$ cat src/rtl/ubt_pkg.sv
// Package: ubt_pkg
// Shared definitions for the unconditional branch target unit.
// Assumes the mode bit value 1 selects absolute addressing.
package ubt_pkg;

    // Target addressing mode carried by the instruction word
    typedef enum logic {
        MODE_REL = 1'b0,
        MODE_ABS = 1'b1
    } addr_mode_e;

    // Default field layout, MSB-first: opcode, displacement, mode, link
    localparam int DEF_INSTR_W   = 32;
    localparam int DEF_OPC_W     = 6;
    localparam int DEF_LI_W      = 24;
    localparam int DEF_BR_OPCODE = 18;
    localparam int DEF_INSTR_B   = 4;

endpackage

$ cat src/rtl/ubt_field_decode.sv
// Module: ubt_field_decode
// Splits an instruction word into opcode match, displacement, mode and link.
// Assumes INSTR_W == OPC_W + LI_W + 2: the opcode is at the top, the
// displacement follows, then the mode bit (bit 1) and link bit (bit 0).
module ubt_field_decode
    import ubt_pkg::*;
#(
    parameter int INSTR_W   = DEF_INSTR_W,
    parameter int OPC_W     = DEF_OPC_W,
    parameter int LI_W      = DEF_LI_W,
    parameter int BR_OPCODE = DEF_BR_OPCODE
) (
    input  logic [INSTR_W-1:0] instr,
    output logic               is_branch,
    output logic [LI_W-1:0]    disp,
    output addr_mode_e         mode,
    output logic               link
);

    localparam int OPC_LSB  = INSTR_W - OPC_W;
    localparam int DISP_LSB = OPC_LSB - LI_W;

    logic [OPC_W-1:0] opcode;

    // Field extraction and opcode comparison
    always_comb begin
        opcode    = instr[INSTR_W-1 -: OPC_W];
        disp      = instr[DISP_LSB +: LI_W];
        mode      = addr_mode_e'(instr[1]);
        link      = instr[0];
        is_branch = (opcode == OPC_W'(BR_OPCODE));
    end

endmodule

$ cat src/rtl/ubt_target_calc.sv
// Module: ubt_target_calc
// Forms the byte offset from the word displacement, sign-extends it and
// selects a relative or absolute target; also forms the sequential address.
// Assumes INSTR_BYTES is a power of two; arithmetic wraps at ADDR_W bits.
module ubt_target_calc
    import ubt_pkg::*;
#(
    parameter int ADDR_W      = 32,
    parameter int LI_W        = DEF_LI_W,
    parameter int INSTR_BYTES = DEF_INSTR_B
) (
    input  logic [ADDR_W-1:0] pc,
    input  logic [LI_W-1:0]   disp,
    input  addr_mode_e        mode,
    output logic [ADDR_W-1:0] target,
    output logic [ADDR_W-1:0] seq_addr
);

    localparam int SHIFT = $clog2(INSTR_BYTES);
    localparam int OFF_W = LI_W + SHIFT;

    logic [OFF_W-1:0]  off_raw;
    logic [ADDR_W-1:0] off_ext;

    // Word displacement to byte offset
    assign off_raw = {disp, {SHIFT{1'b0}}};

    // Sign extension or truncation to the address width
    generate
        if (ADDR_W > OFF_W) begin : g_extend
            assign off_ext = {{(ADDR_W-OFF_W){off_raw[OFF_W-1]}}, off_raw};
        end else begin : g_trunc
            assign off_ext = off_raw[ADDR_W-1:0];
        end
    endgenerate

    // Target and sequential address selection
    always_comb begin
        seq_addr = pc + ADDR_W'(INSTR_BYTES);
        target   = (mode == MODE_ABS) ? off_ext : (pc + off_ext);
    end

endmodule

$ cat src/rtl/ubt_out_reg.sv
// Module: ubt_out_reg
// Output registers: redirect, next address and link-register update.
// Assumes synchronous active-low reset; link data holds unless written.
module ubt_out_reg #(
    parameter int ADDR_W = 32
) (
    input  logic              clk,
    input  logic              rst_n,
    input  logic              redirect,
    input  logic              link_wr,
    input  logic [ADDR_W-1:0] target,
    input  logic [ADDR_W-1:0] seq_addr,
    output logic [ADDR_W-1:0] nxt_addr,
    output logic              taken,
    output logic              lnk_we,
    output logic [ADDR_W-1:0] lnk_data
);

    // Next address, redirect flag and link strobe, refreshed every cycle
    always_ff @(posedge clk) begin
        if (!rst_n) begin
            nxt_addr <= '0;
            taken    <= 1'b0;
            lnk_we   <= 1'b0;
        end else begin
            nxt_addr <= redirect ? target : seq_addr;
            taken    <= redirect;
            lnk_we   <= link_wr;
        end
    end

    // Link value, loaded only on a link write
    always_ff @(posedge clk) begin
        if (!rst_n) begin
            lnk_data <= '0;
        end else if (link_wr) begin
            lnk_data <= seq_addr;
        end
    end

endmodule

$ cat src/rtl/ubt_top.sv
// Module: ubt_top
// Unconditional branch target unit: decodes a branch word, computes the next
// fetch address and the link-register update, all registered one cycle later.
// Assumes word-aligned addresses and a fixed-length instruction encoding.
module ubt_top
    import ubt_pkg::*;
#(
    parameter int ADDR_W      = 32,
    parameter int INSTR_W     = DEF_INSTR_W,
    parameter int OPC_W       = DEF_OPC_W,
    parameter int LI_W        = DEF_LI_W,
    parameter int BR_OPCODE   = DEF_BR_OPCODE,
    parameter int INSTR_BYTES = DEF_INSTR_B
) (
    input  logic               clk,
    input  logic               rst_n,
    input  logic               in_valid,
    input  logic [INSTR_W-1:0] in_instr,
    input  logic [ADDR_W-1:0]  in_pc,
    output logic [ADDR_W-1:0]  nxt_addr,
    output logic               taken,
    output logic               lnk_we,
    output logic [ADDR_W-1:0]  lnk_data
);

    logic              dec_br;
    logic [LI_W-1:0]   dec_disp;
    addr_mode_e        dec_mode;
    logic              dec_link;
    logic [ADDR_W-1:0] calc_target;
    logic [ADDR_W-1:0] calc_seq;
    logic              redirect;
    logic              link_wr;

    ubt_field_decode #(
        .INSTR_W  (INSTR_W),
        .OPC_W    (OPC_W),
        .LI_W     (LI_W),
        .BR_OPCODE(BR_OPCODE)
    ) u_dec (
        .instr    (in_instr),
        .is_branch(dec_br),
        .disp     (dec_disp),
        .mode     (dec_mode),
        .link     (dec_link)
    );

    ubt_target_calc #(
        .ADDR_W     (ADDR_W),
        .LI_W       (LI_W),
        .INSTR_BYTES(INSTR_BYTES)
    ) u_calc (
        .pc      (in_pc),
        .disp    (dec_disp),
        .mode    (dec_mode),
        .target  (calc_target),
        .seq_addr(calc_seq)
    );

    // Qualify decode with the strobe
    always_comb begin
        redirect = in_valid && dec_br;
        link_wr  = redirect && dec_link;
    end

    ubt_out_reg #(
        .ADDR_W(ADDR_W)
    ) u_out (
        .clk     (clk),
        .rst_n   (rst_n),
        .redirect(redirect),
        .link_wr (link_wr),
        .target  (calc_target),
        .seq_addr(calc_seq),
        .nxt_addr(nxt_addr),
        .taken   (taken),
        .lnk_we  (lnk_we),
        .lnk_data(lnk_data)
    );

endmodule

$ cat config.mk
export PLATFORM = sky130hd
export DESIGN_NAME = ubt_top
export DESIGN_NICKNAME = d
export VERILOG_FILES = /design/src/rtl/ubt_pkg.sv /design/src/rtl/ubt_field_decode.sv /design/src/rtl/ubt_target_calc.sv /design/src/rtl/ubt_out_reg.sv /design/src/rtl/ubt_top.sv
export SDC_FILE = /design/constraint.sdc
export NUM_CORES = 1
export LEC_CHECK = 0
export CORE_ASPECT_RATIO = 0.75
export CORE_MARGIN = 5
export CORE_UTILIZATION = 50
export DETAILED_ROUTE_END_ITERATION = 8
export PLACE_DENSITY = 0.83
export SKIP_LAST_GASP = 1
export SLEW_MARGIN = 15
export SYNTH_ARGS = -nofsm -noshare
export SYNTH_HDL_FRONTEND = slang
export SYNTH_HIERARCHICAL = 1
export SYNTH_SLANG_ARGS = --single-unit
$ cat constraint.sdc
create_clock -name clk -period 3.49 [get_ports clk]
set_input_delay 0.5235 -clock clk [delete_from_list [all_inputs] [get_ports clk]]
set_output_delay 0.5235 -clock clk [all_outputs]
set_load 0.02 [all_outputs]
# After elaboration in Yosys (flattened, before gate mapping)
# Cells that the tools add are included.
[classes] n_reduce_logical=2 mux=2 addsub=2 eq_ne=1
[op_table] operator="32-bit two-way mux" n=2
[op_table] operator="32-bit by 3-bit adder with 32-bit output, second input constant" n=1
[op_table] operator="32-bit adder" n=1
[op_table] operator="6-bit by 5-bit equality test with 1-bit output, second input constant" n=1
[op_table] operator="1-bit logical AND" n=2
[totals] input_bits=67 output_inout_bits=66 word_cells=11 register_bits=66

# Logic depth before layout (Yosys ltp)
[logic_depth] word_depth=3 mapped_depth=14 ltp_nobuf=12

# By module
# The synthesis kept the hierarchy.
[modules_own_cells] mod="ubt_out_reg" seq_area_each_um2=1321.3 cells_each=211 n_inst=1 area_each_um2=2549.9
[modules_own_cells] mod="ubt_target_calc" seq_area_each_um2=0.0 cells_each=351 n_inst=1 area_each_um2=2334.7
[modules_own_cells] mod="ubt_field_decode" seq_area_each_um2=0.0 cells_each=28 n_inst=1 area_each_um2=216.5
[modules_own_cells] mod="ubt_top" seq_area_each_um2=0.0 cells_each=2 n_inst=1 area_each_um2=12.5

# Worst setup path after synthesis
# OpenSTA, ideal clock, no wires.
[synth_path] path_kind="input to register" from="in in_instr[2]" to="reg u_out.nxt_addr[30]" arrival_time_ns=2.990 required_ns=3.374 cell_stages=13 n_path_buf=1 setup_time_ns=0.116 path_slack_ns=0.384 path_cell_list="buf_4 > ha_1 > fa_1 > a21oi_1 > o41ai_2 > a31oi_1 > o31a_1 > o21ai_4 > o311ai_4 > nor4_2 > a311o_1 > mux2i_1 > nor2b_1"
[synth_between] elab_chain_cells=3
[synth_lines] item="from (decl)" line="ubt_top.sv:18" source="input logic [INSTR_W-1:0] in_instr,"
[synth_lines] item="32-bit adder" line="ubt_target_calc.sv:40" source="target = (mode == MODE_ABS) ? off_ext : (pc + off_ext);"
[synth_lines] item="32-bit two-way mux" line="ubt_target_calc.sv:40"
[synth_lines] item="via calc_target[30]" line="ubt_top.sv:30" source="logic [ADDR_W-1:0] calc_target;"
[synth_lines] item="32-bit two-way mux" line="ubt_out_reg.sv:26" source="nxt_addr <= redirect ? target : seq_addr;"
[synth_lines] item="to (signal assigned)" line="ubt_out_reg.sv:26"
[synth_lines] item="to (decl)" line="ubt_out_reg.sv:13" source="output logic [ADDR_W-1:0] nxt_addr,"
# The timed path passes the listed nets, and every way through them passes these cells.
# A chain may end at the register's enable or synchronous reset.

# Final worst setup path
# Same ends and word-level chain as after synthesis.

==> flow_summary.json <==
{
  "cts_made_buffers": 9,
  "seqPwrFrac": 0.330,
  "syn-cell-area_sq_um": 5110,
  "cts_tree": "yes",
  "fin_setup_tns_ns": 0,
  "cts.reportedPaths.clkPinSlew_ns": 0.06,
  "start_kind": "input port",
  "min_period_ns": 3.32,
  "synth_fp_nets": 690,
  "grt_pass1_vias": 4500,
  "clkSinkCount": 66,
  "io_buffer_count": 132,
  "max_slew.worst_pin.slew_ns": 0.649,
  "max_clock_freq_mhz": 301,
  "synth-seq-area-share": 0.258,
  "clock_path_buffers": 2,
  "critPathSlowestCell": "clkdlybuf4s50_1",
  "synth_edf_count": 0,
  "initial_utilization": 0.505,
  "p_clk_frac": 0.389,
  "synth_top_area_frac": 0.258,
  "fin_worst_skew_ns": 0,
  "hold_class": "flop to flop",
  "rsz0062_at_grt": "no",
  "die_area_sq_um": 12400,
  "worst-setup-path-type": "input port to flop",
  "grt_pass1_wl_mm": 23.8,
  "endpoint_kind": "flop",
  "switching_share": 0.294,
  "drv_cap": 0,
  "rows": 32,
  "ys_top_cells_by_area": "dfxtp_1 (26%), mux2i_1 (13%), nor2b_1 (8.7%), ha_1 (7.3%), xnor2_1 (6.3%)",
  "final_common_cell": "clkdlybuf4s50_1",
  "io_pins": 133,
  "intPower_mw": 1.68,
  "slew_violations": 0,
  "hpwlAfterDp_mm": 11.4,
  "syn_inst": 592,
  "hold_slack_ns": 0.516,
  "path_cells": "clkdlybuf4s50_1, ha_1, fa_1, a21oi_2, o41ai_2, a31oi_2, o31a_1, o21ai_4, o311ai_4, nor4_2, a311o_1, mux2i_1, nor2b_1",
  "avgSynthCellArea_sq_um": 8.64,
  "core-area_sq_um": 10100,
  "wl_mm": 14.9,
  "viasPerCell": 5.44,
  "synthFlopType": "dfxtp_1",
  "synth_cell_types": 55,
  "relSlewSlack": 0.568,
  "worstPathRequired_ns": 3.71,
  "antenna_cells": 0,
  "fill_cells": 818,
  "layout.cells.non_filler": 868,
  "dr.pass1.iters": 5,
  "async_reset_ff_frac": 0,
  "crit_fanout": 4,
  "area_growth_syn_to_layout_pct": 33.7,
  "die_x_um": 127,
  "timing.final.crit_share": 0.951,
  "hold_violations": 0,
  "grt_usage": 0.239,
  "drive_gt1_frac": 0.108,
  "synth_seq_cells": 66,
  "die_h_um": 97.6,
  "wl_per_cell_um": 17.1,
  "switchingPower_mw": 0.698,
  "drc": 0,
  "ys.warnings.count": 6,
  "synth_area_leader_cell": "dfxtp_1",
  "vias": 4721,
  "post-layout-total-power_mw": 2.37,
  "setup_viol": 0,
  "cts_max_level": 3,
  "gr-total-overflow": 0,
  "layout_common_cells": "clkdlybuf4s50_1 (131), nor2b_1 (71), mux2i_1 (66), dfxtp_1 (66)",
  "fin_nets": 825,
  "grt_max_degree": 67,
  "ir_worst_vdd_v": 0.000205,
  "drt-initial-drc-count": 410,
  "p_leak_nw": 2.57,
  "place.gp.congestion": 0.903,
  "cp_slowest_stage_delay_ns": 0.44,
  "clk_latency_ns": 0.33,
  "cts-root-buf": "clkbuf_16",
  "dp.cells": 852,
  "outcome": "finished clean",
  "crit_arrival_ns": 3.54,
  "p_comb_frac": 0.281,
  "ant_nets": 0,
  "p_per_area_nw_per_um2": 347,
  "antenna_found_initial": 0
}
==> cell families after synthesis <==
family / Yosys count / share of synthesized area
AO/OA/AOI/OAI: 106 / 0.137
adder cells (fa/ha/maj): 31 / 0.0773
AND/OR/NAND/NOR: 204 / 0.215
XOR/XNOR: 51 / 0.0874
flip-flops: 66 / 0.258
buffers and inverters: 66 / 0.0922
multiplexers: 68 / 0.134
==> layout make-up <==
type,instances,area [sq um],area share
Tap cell,136,170,0.0249
Timing Repair Buffer,177,1650,0.242
Clock buffer,10,239,0.0350
Inverter,13,48.8,0.00714
Sequential cell,66,1320,0.193
Clock inverter,6,65.1,0.00952
Multi-Input combinational cell,460,3340,0.488
==> cells in the mapped netlist (10+ instances only) <==
cell / instances
clkbuf_1: 11
nand4_1: 10
nand3_1: 21
xnor2_1: 37
inv_1: 13
buf_4: 28
nor2_1: 20
nand2_1: 45
nor3_1: 10
nor2b_1: 71
a21oi_1: 28
xor2_1: 14
o21ai_0: 29
ha_1: 30
dfxtp_1: 66
mux2i_1: 66
==> critical path, delay by kind of cell <==
family / cells / cell delay [ns]
AO/OA/AOI/OAI: 7 / 1.63
adder cells (fa/ha/maj): 2 / 0.67
buffers and inverters: 1 / 0.44
AND/OR/NAND/NOR: 2 / 0.16
multiplexers: 1 / 0.13
==> worst paths after layout <==
path / cells past startpoint / end / start / slack [ns]
min: 2 / u_out/lnk_data[20] / u_out/lnk_data[20] / 0.52
max: 13 / u_out/nxt_addr[30] / in_instr[2] / 0.17
max reg2reg: 2 / u_out/lnk_data[19] / u_out/lnk_data[19] / 2.83
min reg2reg: 2 / u_out/lnk_data[20] / u_out/lnk_data[20] / 0.52
==> timing repair <==
action	in CTS	in global routing
resized for setup	0	3
endpoints found under the hold margin	0	0
hold buffers	0	0
buffers inserted	0	0
endpoints found under the setup margin	0	5
==> sequential cells by signal, indices dropped and copies added (netlist names) <==
| signal | count |
|---|---|
| u_out/lnk_data | 32 |
| u_out/nxt_addr | 32 |
| u_out/lnk_we | 1 |
| u_out/taken | 1 |
==> layer usage <==
layer / wire (um) / track usage / up-vias / part of all wire
li1: - / - / 2313 / -
met1: 7140 / 0.342 / 2203 / 0.48
met2: 6530 / 0.371 / 190 / 0.44
met3: 1010 / 0.0473 / 15 / 0.068
met4: 184 / 0.0495 / 0 / 0.012
met5: 0 / 0 / - / 0
==> stage by stage <==
stage / util / worst slack [ns] / instance area [sq um]
after global routing: 0.675 / 0.0198 / 6840
after floorplan: - / 0.384 / 5110
after CTS: 0.673 / 0.0520 / 6820
final: 0.675 / 0.172 / 6840
after detailed placement: 0.643 / -0.264 / 6520
after global placement: 0.643 / -0.134 / 6520
==> power groups by stage <==
stage | clock [mW] | combinational [mW] | sequential (mW)
final | 0.923 | 0.668 | 0.783
after global placement | 0 | 0.636 | 0.800
after CTS | 0.939 | 0.653 | 0.784
after global routing | 0.979 | 0.719 | 0.785
after floorplan | 0 | 0.376 | 0.827
after detailed placement | 0 | 0.646 | 0.800
Power figures use the tool's default switching activity.
